### src/rtl/reload_wdt_pkg.sv
package reload_wdt_pkg;

    localparam int TOV_W         = 10;
    localparam int BIT_LOCK      = 12;
    localparam int BIT_SURV      = 13;
    localparam int BIT_EN        = 14;
    localparam int BIT_FORCE     = 15;
    localparam int BIT_STS_PLAIN = 24;
    localparam int BIT_STS_SURV  = 25;
    localparam int BIT_RELOAD    = 31;

    typedef struct packed {
        logic [TOV_W-1:0] tov;
        logic             lock;
        logic             surv;
        logic             en;
        logic             force_on;
        logic             sts_plain;
        logic             sts_surv;
    } ctrl_t;

    function automatic logic [31:0] pack_ctrl(ctrl_t c);
        logic [31:0] w;
        w                = '0;
        w[TOV_W-1:0]     = c.tov;
        w[BIT_LOCK]      = c.lock;
        w[BIT_SURV]      = c.surv;
        w[BIT_EN]        = c.en;
        w[BIT_FORCE]     = c.force_on;
        w[BIT_STS_PLAIN] = c.sts_plain;
        w[BIT_STS_SURV]  = c.sts_surv;
        return w;
    endfunction

endpackage

### src/rtl/reload_wdt_prescaler.sv
module reload_wdt_prescaler #(
    parameter int TICK_CYCLES = 50_000_000
) (
    input  logic clk,
    input  logic rst_n,
    input  logic clear,
    input  logic run,
    output logic tick
);

    localparam int PW = (TICK_CYCLES > 1) ? $clog2(TICK_CYCLES) : 1;
    localparam logic [PW-1:0] LAST = PW'(TICK_CYCLES - 1);

    generate
        if (TICK_CYCLES == 1) begin : g_direct
            // Every running cycle is a full second.
            assign tick = run;
        end else begin : g_count
            logic [PW-1:0] cnt_d, cnt_q;

            always_comb begin
                tick  = run && (cnt_q == LAST);
                cnt_d = cnt_q;
                if (clear) begin
                    cnt_d = '0;
                end else if (tick) begin
                    cnt_d = '0;
                end else if (run) begin
                    cnt_d = cnt_q + 1'b1;
                end
            end

            always_ff @(posedge clk or negedge rst_n) begin
                if (!rst_n) begin
                    cnt_q <= '0;
                end else begin
                    cnt_q <= cnt_d;
                end
            end
        end
    endgenerate

endmodule

### src/rtl/reload_wdt_counter.sv
module reload_wdt_counter #(
    parameter int TOV_W        = 10,
    parameter int PULSE_CYCLES = 16
) (
    input  logic             clk,
    input  logic             rst_n,
    input  logic             en,
    input  logic             tick,
    input  logic             reload_go,
    input  logic [TOV_W-1:0] reload_tov,
    output logic             run,
    output logic             rst_req,
    output logic             expire_done
);

    localparam int SW  = TOV_W + 1;
    localparam int PCW = $clog2(PULSE_CYCLES + 1);
    localparam logic [PCW-1:0] PULSE_LOAD = PCW'(PULSE_CYCLES);
    localparam logic [SW-1:0]  ONE_SEC    = SW'(1);

    typedef struct packed {
        logic [SW-1:0]  secs;
        logic           armed;
        logic [PCW-1:0] pulse;
    } cnt_state_t;

    cnt_state_t s_d, s_q;
    logic       expire;

    always_comb begin
        s_d    = s_q;
        run    = s_q.armed && en;
        expire = tick && (s_q.secs == ONE_SEC) && !reload_go;

        if (reload_go) begin
            s_d.secs  = {1'b0, reload_tov} + ONE_SEC;
            s_d.armed = 1'b1;
        end else begin
            if (tick) begin
                s_d.secs = s_q.secs - ONE_SEC;
            end
            if (expire || !en) begin
                s_d.armed = 1'b0;
            end
        end

        if (expire) begin
            s_d.pulse = PULSE_LOAD;
        end else if (s_q.pulse != '0) begin
            s_d.pulse = s_q.pulse - 1'b1;
        end
    end

    assign rst_req     = (s_q.pulse != '0);
    assign expire_done = (s_q.pulse == PCW'(1));

    always_ff @(posedge clk or negedge rst_n) begin
        if (!rst_n) begin
            s_q <= '0;
        end else begin
            s_q <= s_d;
        end
    end

endmodule

### src/rtl/reload_wdt_regs.sv
module reload_wdt_regs
    import reload_wdt_pkg::*;
(
    input  logic             clk,
    input  logic             rst_n,
    input  logic             wr_en,
    input  logic [31:0]      wr_data,
    input  logic             expire_done,
    output ctrl_t            ctrl,
    output logic             reload_go,
    output logic [TOV_W-1:0] reload_tov
);

    ctrl_t s_d, s_q;

    always_comb begin
        s_d = s_q;
        if (wr_en) begin
            if (!s_q.lock) begin
                s_d.tov      = wr_data[TOV_W-1:0];
                s_d.surv     = wr_data[BIT_SURV];
                s_d.en       = wr_data[BIT_EN];
                s_d.force_on = wr_data[BIT_FORCE];
            end
            if (wr_data[BIT_LOCK]) begin
                s_d.lock = 1'b1;
            end
            if (wr_data[BIT_STS_SURV]) begin
                s_d.sts_surv = 1'b0;
            end
            if (wr_data[BIT_STS_PLAIN]) begin
                s_d.sts_plain = 1'b0;
            end
        end
        // Setting a flag wins over a clear in the same cycle.
        if (expire_done) begin
            if (s_q.surv) begin
                s_d.sts_surv = 1'b1;
            end else begin
                s_d.sts_plain = 1'b1;
            end
        end
        reload_go  = wr_en && wr_data[BIT_RELOAD] && s_d.en;
        reload_tov = s_d.tov;
    end

    assign ctrl = s_q;

    always_ff @(posedge clk or negedge rst_n) begin
        if (!rst_n) begin
            s_q <= '0;
        end else begin
            s_q <= s_d;
        end
    end

endmodule

### src/rtl/reload_wdt.sv
module reload_wdt
    import reload_wdt_pkg::*;
#(
    parameter int TICK_CYCLES  = 50_000_000,
    parameter int PULSE_CYCLES = 16
) (
    input  logic        clk,
    input  logic        rst_n,
    input  logic        wr_en,
    input  logic [31:0] wr_data,
    output logic [31:0] rd_data,
    output logic        rst_req
);

    ctrl_t            ctrl;
    logic             reload_go;
    logic [TOV_W-1:0] reload_tov;
    logic             expire_done;
    logic             run;
    logic             tick;

    reload_wdt_regs u_regs (
        .clk         (clk),
        .rst_n       (rst_n),
        .wr_en       (wr_en),
        .wr_data     (wr_data),
        .expire_done (expire_done),
        .ctrl        (ctrl),
        .reload_go   (reload_go),
        .reload_tov  (reload_tov)
    );

    reload_wdt_prescaler #(
        .TICK_CYCLES (TICK_CYCLES)
    ) u_presc (
        .clk   (clk),
        .rst_n (rst_n),
        .clear (reload_go),
        .run   (run),
        .tick  (tick)
    );

    reload_wdt_counter #(
        .TOV_W        (TOV_W),
        .PULSE_CYCLES (PULSE_CYCLES)
    ) u_cnt (
        .clk         (clk),
        .rst_n       (rst_n),
        .en          (ctrl.en),
        .tick        (tick),
        .reload_go   (reload_go),
        .reload_tov  (reload_tov),
        .run         (run),
        .rst_req     (rst_req),
        .expire_done (expire_done)
    );

    assign rd_data = pack_ctrl(ctrl);

endmodule

### config.mk
export PLATFORM = sky130hd
export DESIGN_NAME = reload_wdt
export DESIGN_NICKNAME = d
export VERILOG_FILES = /design/src/rtl/reload_wdt_pkg.sv /design/src/rtl/reload_wdt_prescaler.sv /design/src/rtl/reload_wdt_counter.sv /design/src/rtl/reload_wdt_regs.sv /design/src/rtl/reload_wdt.sv
export SDC_FILE = /design/constraint.sdc
export NUM_CORES = 1
export LEC_CHECK = 0
export ABC_CLOCK_PERIOD_IN_PS = 3400
export BUFFER_PORTS_ARGS = -buffer_cell sky130_fd_sc_hd__buf_4
export CAP_MARGIN = 0
export CORE_MARGIN = 3
export CORE_UTILIZATION = 40
export CTS_CLUSTER_DIAMETER = 40
export DETAILED_ROUTE_END_ITERATION = 7
export PLACE_DENSITY_LB_ADDON = 0.08
export SETUP_SLACK_MARGIN = 0.05
export SYNTH_ARGS = -nofsm -noshare
export SYNTH_HDL_FRONTEND = slang
export SYNTH_SLANG_ARGS = --single-unit
export TNS_END_PERCENT = 5
### constraint.sdc
create_clock -name clk -period 3.4 [get_ports clk]
set_input_delay 0.68 -clock clk [delete_from_list [all_inputs] [get_ports clk]]
set_output_delay 0.68 -clock clk [all_outputs]
set_load 0.1 [all_outputs]
==> results of run 1 <==
==> cells by family (layout without fill, tap and decap cells) <==
family,count (synthesis),in the layout,share of synthesized area [%]
buf+inv,35,66,6.10
mux,27,27,8.33
other cells,1,16,0.108
flops,59,59,42.4
simple gates,160,160,26.1
xor+xnor,29,29,7.29
compound gates,38,38,7.21
fa+ha+maj,7,7,2.51
==> routing by layer <==
metal	share of wire, %	vias to the layer above
li1	-	1317
met1	50	1273
met2	45	52
met3	4.3	5
met4	0.79	0
met5	0	-
==> how the worst max path moves through the flow <==
| stage | endpoint | slack, ns | depth (start not counted) |
|---|---|---|---|
| 3_3_place_gp | u_cnt.s_q[16]$_DFFE_PN0P_ | 0.59 | 9 |
| 6_report | u_cnt.s_q[16]$_DFFE_PN0P_ | 0.88 | 8 |
| 5_1_grt | u_cnt.s_q[16]$_DFFE_PN0P_ | 0.69 | 8 |
| 3_5_place_dp | u_cnt.s_q[16]$_DFFE_PN0P_ | 0.54 | 9 |
| 4_1_cts | u_cnt.s_q[16]$_DFFE_PN0P_ | 0.87 | 8 |
| 2_1_floorplan | u_cnt.s_q[16]$_DFFE_PN0P_ | 0.20 | 10 |
==> through the flow <==
| step | utilization [%] | instance area [um^2] | worst slack (ns) | std cells | hold WS [ns] |
|---|---|---|---|---|---|
| 2_1_floorplan | - | 3540 | 0.202 | 371 | 0.384 |
| 3_3_place_gp | 45.5 | 3800 | 0.587 | 491 | 0.482 |
| 3_5_place_dp | 45.5 | 3800 | 0.543 | 491 | 0.474 |
| 4_1_cts | 47.9 | 3990 | 0.871 | 507 | 0.439 |
| 5_1_grt | 47.9 | 3990 | 0.692 | 507 | 0.464 |
| 6_report | 47.9 | 3990 | 0.883 | 507 | 0.402 |
==> state kept, by name, summed over array words and instances, names as in the netlist <==
signal / flops
u_regs.ctrl: 16
u_presc.g_count.cnt_q: 26
u_cnt.s_q: 17
==> cell usage after synthesis, types with 3 or more instances <==
library cell | n | area (um^2)
xor2_1 | 9 | 78.8
o21ai_1 | 5 | 25.0
and4_1 | 4 | 35.0
mux2i_1 | 11 | 110
a21oi_1 | 10 | 50.1
nor3_2 | 6 | 60.1
ha_1 | 7 | 87.6
or3_1 | 10 | 62.6
buf_4 | 19 | 143
or4_1 | 5 | 37.5
inv_1 | 10 | 37.5
nand3_1 | 11 | 55.1
nand2_1 | 36 | 135
and3_1 | 7 | 43.8
nand4_1 | 10 | 62.6
and2_1 | 5 | 31.3
nor3b_1 | 3 | 22.5
xnor2_1 | 20 | 175
o21ai_0 | 5 | 25.0
nor2_1 | 33 | 124
clkbuf_1 | 3 | 11.3
nor3_1 | 12 | 60.1
nor4_1 | 7 | 43.8
mux2_2 | 14 | 158
dfrtp_1 | 59 | 1480
==> worst max-delay path, delay by kind of cell, from the launching register on <==
kind | cells | cell delay [ns]
muxes | 1 | 0.40
AOI/OAI and AO/OA | 1 | 0.24
adders and majority gates | 1 | 0.27
and+or+nand+nor | 5 | 1.06
DFF | 1 | 0.43
==> report_power, final <==
group          leakage (uW)  internal, uW  switching (uW)  total (uW)
registers          0.000771           809             103         912
logic              0.000860           224             559         783
clock network     0.0000926           358             280         637
==> cell type report <==
class	count	share of cell area, %
timing repair buffer	40	7.52
clock inverter	4	1.25
sequential	59	37.0
clock buffer	12	3.63
tap	105	3.29
inverter	10	0.940
multi-input combinational	277	46.4
==> impl_metrics.yaml, run 1 <==
critical_path:
  crit_path_end_kind: "flop"
  cp.arrival_ns: 2.73
  ff2ff_path_depth: 8
  r2r-start: "u_regs.ctrl[5]$_DFFE_PN0P_"
  r2r-end: "u_cnt.s_q[16]$_DFFE_PN0P_"
  path_cells: "nand2b_1 -> mux2_1 -> ha_1 -> and3_1 -> and4_1 -> nor2_1 -> nor3_1 -> o221a_1"
  crit_start: "u_regs.ctrl[5]$_DFFE_PN0P_"
  critPathLaunchType: "flop"
  path_class: "reg -> reg"
  cp_slowest_stage_delay_ns: 0.43
  worstPathRequired_ns: 3.61
  reg2reg_setup_slack_ns: 0.88
  cp_slowest_cell: "dfrtp_1"
  cp_max_fo: 6
timing:
  drv_slew: 0
  fin_setup_tns_ns: 0
  fin_crit_sh_pct: 74.0
  fin_crit_ns: 2.52
  rsz0062_at_grt: "no"
  worst_pin_slew_ns: 0.753
  max_freq_mhz: 397
  final-hold-violation-count: 0
  setup_viol: 0
  finClkSkew_ns: 0.0140
  max-slew-margin-rel_pct: 49.8
synthesis:
  netlist_area_um2: 3490
  synthCells: 356
  synth_edf_count: 0
  synth_ff_type: "dfrtp_1"
  yosys_warnings: 0
  syn_area_per_cell_um2: 9.79
  async_flop_share_pct: 100
  yosys_register_bits: 59
  ys_types: 53
  ys_seq_area_share_pct: 42.4
cells_and_area:
  area_growth_pct: 14.6
  drive_above_1_share_pct: 21.1
  final_common_cell: "dfrtp_1"
  diodes: 0
  nFillCells: 789
  multiInputGateArea_um2: 1850
  nNetsFinal: 439
  final-seq-area_um2: 1480
  layout_common_cells: "59 x dfrtp_1, 40 x buf_4, 36 x nand2_1"
die:
  initial_core_util_pct: 41.8
  num_rows: 33
  core_area_um2: 8340
  die_h_um: 99.4
  io-pin-count: 68
  die_x_um: 99.4
  die_area_um2: 9870
global_route:
  grt_antenna_before_repair: 0
  grt_pass1_wl_um: 12500
  grt_usage_pct: 15.8
  grtUsageMet2_pct: 24.0
  grt_pass1_vias: 2583
  grt_max_degree: 60
  grt_overflow: 0
  gr-usage-met1_pct: 22.2
  gr-usage-met3_pct: 4.07
  busiest_layer: "met2"
clocking:
  cts_resized: 0
  clk_path_buf_depth: 2
  cts_tree: "yes"
  cts_made_buffers: 9
  cts_setup_buffers: 0
  root_buffer: "clkbuf_8"
  htreeDepth: 3
  postCtsHoldBufs: 0
  clk_latency_ns: 0.34
  clk_pin_slew_ns: 0.08
  clkSinkCount: 59
drt:
  dr_total_vias: 2647
  wl_um: 7360
  vias_per_cell: 5.22
  dr.pass1.iters: 4
  drt_first_iter_violations: 111
  drtAntennaViolNets: 0
  routedWlPerCell_um: 14.5
  drc: 0
power:
  p_per_area_nw_per_um2: 584
  p_total_uw: 2330
  power.leakage_uw: 0.00172
  vdd_drop_max_mv: 0.263
worst_hold_path:
  hp-class: "in -> async"
place:
  place_hpwl_um: 5220
  io_buffers: 36
  gp_congestion: 0.812
outcome:
  status: "finished, final reports clean"
job:
  cap_violations: 0
No activity file was read; power rests on OpenSTA's default activity.
==> run 2, diff against run 1 <==
--- a/config.mk
+++ b/config.mk
@@ -5,7 +5,8 @@
 export SDC_FILE = /design/constraint.sdc
 export NUM_CORES = 1
 export LEC_CHECK = 0
-export ABC_CLOCK_PERIOD_IN_PS = 3400
+export ABC_AREA = 1
+export ABC_CLOCK_PERIOD_IN_PS = 2250
 export BUFFER_PORTS_ARGS = -buffer_cell sky130_fd_sc_hd__buf_4
 export CAP_MARGIN = 0
 export CORE_MARGIN = 3
==> constraint.sdc (replaced) <==
create_clock -name clk -period 2.25 [get_ports clk]
set_input_delay 0.45 -clock clk [delete_from_list [all_inputs] [get_ports clk]]
set_output_delay 0.45 -clock clk [all_outputs]
set_load 0.1 [all_outputs]
==> impl_metrics.yaml, run 2 <==
outcome:
  status: "finished, final reports clean"
synthesis:
  synth_common_cells: "114 x nand2_1, 68 x nor2_1, 59 x dfrtp_1"
  yosys_warnings: 0
  syn_area_per_cell_um2: 7.49
  synth_top_area_share_pct: 38.8
  ys_seq_area_share_pct: 38.8
  synth_most_common_cell: "nand2_1"
  netlist_area_um2: 3800
  synthCells: 508
  async_flop_share_pct: 100
  synth_ff_type: "dfrtp_1"
  yosys_register_bits: 59
  synth_top_cell_by_area: "dfrtp_1"
  synth_edf_count: 0
  synth.top_cells.by_area: "dfrtp_1 39%, nand2_1 11%, nor2_1 6.7%"
  ys_types: 37
drt:
  dr_total_vias: 3246
  drt_first_iter_violations: 131
  routedWlPerCell_um: 12.5
  wl_um: 8550
  drc: 0
  vias_per_cell: 4.75
  drtAntennaViolNets: 0
  dr.pass1.iters: 4
clocking:
  clk_latency_ns: 0.34
  clk_pin_slew_ns: 0.08
  cts_setup_buffers: 0
  postCtsHoldBufs: 0
  cts_made_buffers: 9
  cts_tree: "yes"
  htreeDepth: 3
  cts_resized: 0
  clk_path_buf_depth: 2
  root_buffer: "clkbuf_8"
  clkSinkCount: 59
place:
  gp_congestion: 0.844
  place_hpwl_um: 6500
  place_area_um2: 4140
  io_buffers: 36
global_route:
  grt_antenna_before_repair: 0
  grt_pass1_wl_um: 14800
  grt_pass1_vias: 3067
  grt_max_degree: 33
  grt_overflow: 0
  grt_usage_pct: 16.5
job:
  cap_violations: 0
critical_path:
  cp_max_fo: 4
  critPathLaunchType: "flop"
  crit_path_end_kind: "output port"
  worstPathRequired_ns: 1.80
  path_class: "reg -> out"
  cp.arrival_ns: 1.50
worst_hold_path:
  hp-class: "in -> async"
cells_and_area:
  finalInstanceArea_um2: 4360
  layout_common_cells: "114 x nand2_1, 68 x nor2_1, 58 x dfrtp_1"
  largest_reg_flops: 26
  area_growth_pct: 14.6
  nFillCells: 900
  final_common_cell: "nand2_1"
  drive_above_1_share_pct: 19.7
  largest_register: "u_presc.g_count.cnt_q"
  nNetsFinal: 594
  diodes: 0
die:
  core_area_um2: 8980
  die_h_um: 104
  die_area_um2: 10700
  io-pin-count: 68
  die_x_um: 104
  initial_core_util_pct: 42.4
  num_rows: 34
power:
  p_per_area_nw_per_um2: 797
  vdd_drop_max_mv: 0.303
  power.leakage_uw: 0.00207
timing:
  finClkSkew_ns: 0.0134
  fin_crit_sh_pct: 86.6
  drv_slew: 0
  rsz0062_at_grt: "no"
  max_freq_mhz: 513
  final-hold-violation-count: 0
  fin_setup_tns_ns: 0
  setup_viol: 0
  fin_crit_ns: 1.95
## run 2: changes by cell type in the layout (fill, tap and decap cells not counted), moves of 7 or more
cell / before / now
nand3_1: 11 / 42
xnor2_1: 20 / 2
or3_1: 10 / 0
o21ai_0: 5 / 24
nand2_2: 0 / 16
nand2_1: 36 / 114
nor2_2: 0 / 7
nor2_1: 33 / 68
inv_1: 10 / 54
mux2_2: 14 / 0
mux2i_1: 11 / 0
## run 2: kinds of logic after synthesis
logic type | share of synthesized area (%)
flip-flops | 38.8
other | 0.0986
AND/OR/NAND/NOR | 37.1
buffers and inverters | 11.3
adder cells (fa/ha/maj) | 2.30
XOR/XNOR | 3.91
AO/OA/AOI/OAI | 6.45
## run 2: worst paths after layout
kind | endpoint | cells after the start | startpoint | slack, ns
max | rst_req | 4 | u_cnt.s_q[0]$_DFFE_PN0P_ | 0.30
min | u_regs.ctrl[4]$_DFFE_PN0P_ | 1 | rst_n | 0.04
max reg2reg | u_presc.g_count.cnt_q[17]$_DFFE_PN0P_ | 10 | u_regs.ctrl[5]$_DFFE_PN0P_ | 0.35
min reg2reg | u_regs.ctrl[1]$_DFF_PN0_ | 2 | u_regs.ctrl[1]$_DFF_PN0_ | 0.49
max in group asynchronous | u_presc.g_count.cnt_q[9]$_DFFE_PN0P_ | 2 | rst_n | 1.64
min in group clk | u_regs.ctrl[5]$_DFFE_PN0P_ | 3 | wr_data[12] | 0.31
## run 2: metal layers
layer	GRT usage, %	part of all wire (%)	vias to the layer above
li1	-	-	1670
met5	0	0	-
met3	2.80	4.6	9
met1	23.9	50	1506
met4	5.41	1.1	0
met2	25.0	45	61
## run 2: final cells by class
type,instances,area [um^2],area share (%)
clock buffers,9,124,2.84
clock inverters,7,92.6,2.12
inverters,61,231,5.31
multi-input cells,378,1950,44.8
flip-flops and latches,59,1480,33.9
well taps,126,158,3.62
repair buffers,43,323,7.40
## run 2: metrics by stage
step | power [uW] | worst slack [ns] | hold slack, ns | util (%) | cells
2_1_floorplan | 2230 | 0.0296 | 0.154 | - | 523
3_3_place_gp | 2410 | 0.310 | 0.424 | 46.2 | 667
3_5_place_dp | 2430 | 0.327 | 0.424 | 46.2 | 667
4_1_cts | 3510 | 0.295 | 0.0445 | 48.6 | 683
5_1_grt | 3710 | 0.164 | 0.0565 | 48.6 | 683
6_report | 3470 | 0.301 | 0.0381 | 48.6 | 683
## run 2: power by group
part | internal, uW | leakage [uW] | switching, uW | total, uW
Sequential | 1230 | 0.000762 | 140 | 1370
Combinational | 315 | 0.00120 | 725 | 1040
Clock | 619 | 0.000101 | 441 | 1060
Total | 2170 | 0.00207 | 1310 | 3470
## run 2: worst max-delay path, stage by stage (launching register included)
cell,delay [ns]
dfrtp_1,0.40
inv_1,0.10
ha_1,0.21
nand3_1,0.15
buf_4,0.32
==> run 3, diff against run 2 <==
--- a/config.mk
+++ b/config.mk
@@ -5,11 +5,10 @@
 export SDC_FILE = /design/constraint.sdc
 export NUM_CORES = 1
 export LEC_CHECK = 0
-export ABC_AREA = 1
 export ABC_CLOCK_PERIOD_IN_PS = 2250
 export BUFFER_PORTS_ARGS = -buffer_cell sky130_fd_sc_hd__buf_4
 export CAP_MARGIN = 0
-export CORE_MARGIN = 3
+export CORE_MARGIN = 1
 export CORE_UTILIZATION = 40
 export CTS_CLUSTER_DIAMETER = 40
 export DETAILED_ROUTE_END_ITERATION = 7
==> impl_metrics.yaml, run 3 (synthesis gave the netlist of run 1 again) <==
die:
  core_area_um2: 8340
  die_h_um: 95.4
  die_x_um: 95.4
  io-pin-count: 68
  die_area_um2: 9090
  num_rows: 33
  initial_core_util_pct: 41.8
job:
  cap_violations: 0
power:
  power.leakage_uw: 0.00182
  p_per_area_nw_per_um2: 837
  vdd_drop_max_mv: 0.488
timing:
  finClkSkew_ns: 0.00847
  rsz0062_at_grt: "yes"
  fin_crit_sh_pct: 96.5
  max_freq_mhz: 461
  final-hold-violation-count: 0
  fin_setup_tns_ns: 0
  max-slew-margin-rel_pct: 63.3
  worst_pin_slew_ns: 0.545
  drv_slew: 0
  fin_crit_ns: 2.17
  setup_viol: 0
  hold_ws_ns: 0.0824
place:
  place_area_um2: 3960
  place_hpwl_um: 5550
  io_buffers: 36
  gp_congestion: 0.755
cells_and_area:
  largest_reg_flops: 26
  final_common_cell: "dfrtp_1"
  utilization_pct: 49.7
  area_growth_pct: 19.0
  diodes: 0
  drive_above_1_share_pct: 25.0
  finalInstanceArea_um2: 4150
  nFillCells: 800
  largest_register: "u_presc.g_count.cnt_q"
  nNetsFinal: 453
  layout_common_cells: "58 x dfrtp_1, 52 x buf_4, 36 x nand2_1"
global_route:
  grt_antenna_before_repair: 0
  grt_pass1_wl_um: 12700
  grt_usage_pct: 18.2
  grt_max_degree: 39
  grt_pass1_vias: 2661
  grt_overflow: 0
drt:
  dr_total_vias: 2771
  vias_per_cell: 5.32
  routedWlPerCell_um: 14.5
  dr.pass1.iters: 4
  drc: 0
  drtAntennaViolNets: 0
  wl_um: 7570
  drt_first_iter_violations: 82
clocking:
  cts_made_buffers: 9
  cts_setup_buffers: 0
  root_buffer: "clkbuf_8"
  cts_tree: "yes"
  htreeDepth: 3
  clk_path_buf_depth: 2
  clkSinkCount: 59
  clk_latency_ns: 0.33
  postCtsHoldBufs: 0
  clk_pin_slew_ns: 0.07
critical_path:
  crit_start: "u_presc.g_count.cnt_q[0]$_DFFE_PN0P_"
  crit_path_end_kind: "flop"
  cp.arrival_ns: 2.38
  r2r-start: "u_presc.g_count.cnt_q[0]$_DFFE_PN0P_"
  critPathLaunchType: "flop"
  worstPathRequired_ns: 2.46
  cp_max_fo: 10
  path_class: "reg -> reg"
worst_hold_path:
  hp-class: "in -> async"
outcome:
  status: "finished, final reports clean"
## run 3: changes by cell type in the layout (fill, tap and decap cells not counted), sizes merged, moves of 14 or more
cell,before,now
mux2,0,16
nand2,135,36
xnor2,2,20
inv,61,10
o21ai,25,11
nand3,45,11
nor2,81,34
## run 3: through the flow
step	instances	setup slack [ns]	power (uW)
after floorplan	371	-0.192	2340
after global placement	505	0.0742	2610
after detailed placement	505	0.0406	2620
after CTS	521	0.0688	3510
after global routing	521	0.0148	3670
final	521	0.0786	3470
## run 3: critical path: stages, from the launching register on
cell	delay [ns]
dfrtp_1	0.40
ha_1	0.20
nand2_1	0.09
or4_1	0.51
buf_4	0.22
nor4_4	0.27
mux2i_1	0.26
o211ai_2	0.11
## run 3: worst paths after layout
kind                                                         end  slack, ns  depth (start not counted)
setup / recovery                       u_cnt.s_q[15]$_DFFE_PN0P_       0.08                          7
hold / removal             u_presc.g_count.cnt_q[22]$_DFFE_PN0P_       0.08                          1
setup reg to reg                       u_cnt.s_q[15]$_DFFE_PN0P_       0.08                          7
hold reg to reg                         u_regs.ctrl[1]$_DFF_PN0_       0.50                          2
max in group asynchronous  u_presc.g_count.cnt_q[23]$_DFFE_PN0P_       1.59                          2
min in group clk                      u_regs.ctrl[5]$_DFFE_PN0P_       0.33                          2
## run 3: repair_timing
item                       4_1_cts  5_1_grt
hold endpoints to repair         0        0
setup endpoints to repair        0        5
gates resized for setup          0        2
## run 3: metal layers
metal,GRT usage [%],share of wire [%],vias up
met2,29.0,46,48
met3,3.11,3.1,8
met4,6.82,1.1,0
met5,0,0,-
li1,-,-,1345
met1,24.6,50,1370
## run 3: cell type report
class	count	area (um^2)	share of cell area [%]
clock inverters	2	10.0	0.241
repair buffers	54	430	10.4
well taps	105	131	3.17
flip-flops and latches	59	1480	35.7
inverters	10	37.5	0.905
clock buffers	14	163	3.92
multi-input cells	277	1900	45.7
## run 3: report_power, final
| group | total [uW] | internal, uW | switching [uW] |
|---|---|---|---|
| combinational | 1220 | 363 | 860 |
| clock | 871 | 458 | 413 |
| sequential | 1380 | 1220 | 157 |
| total | 3470 | 2040 | 1430 |
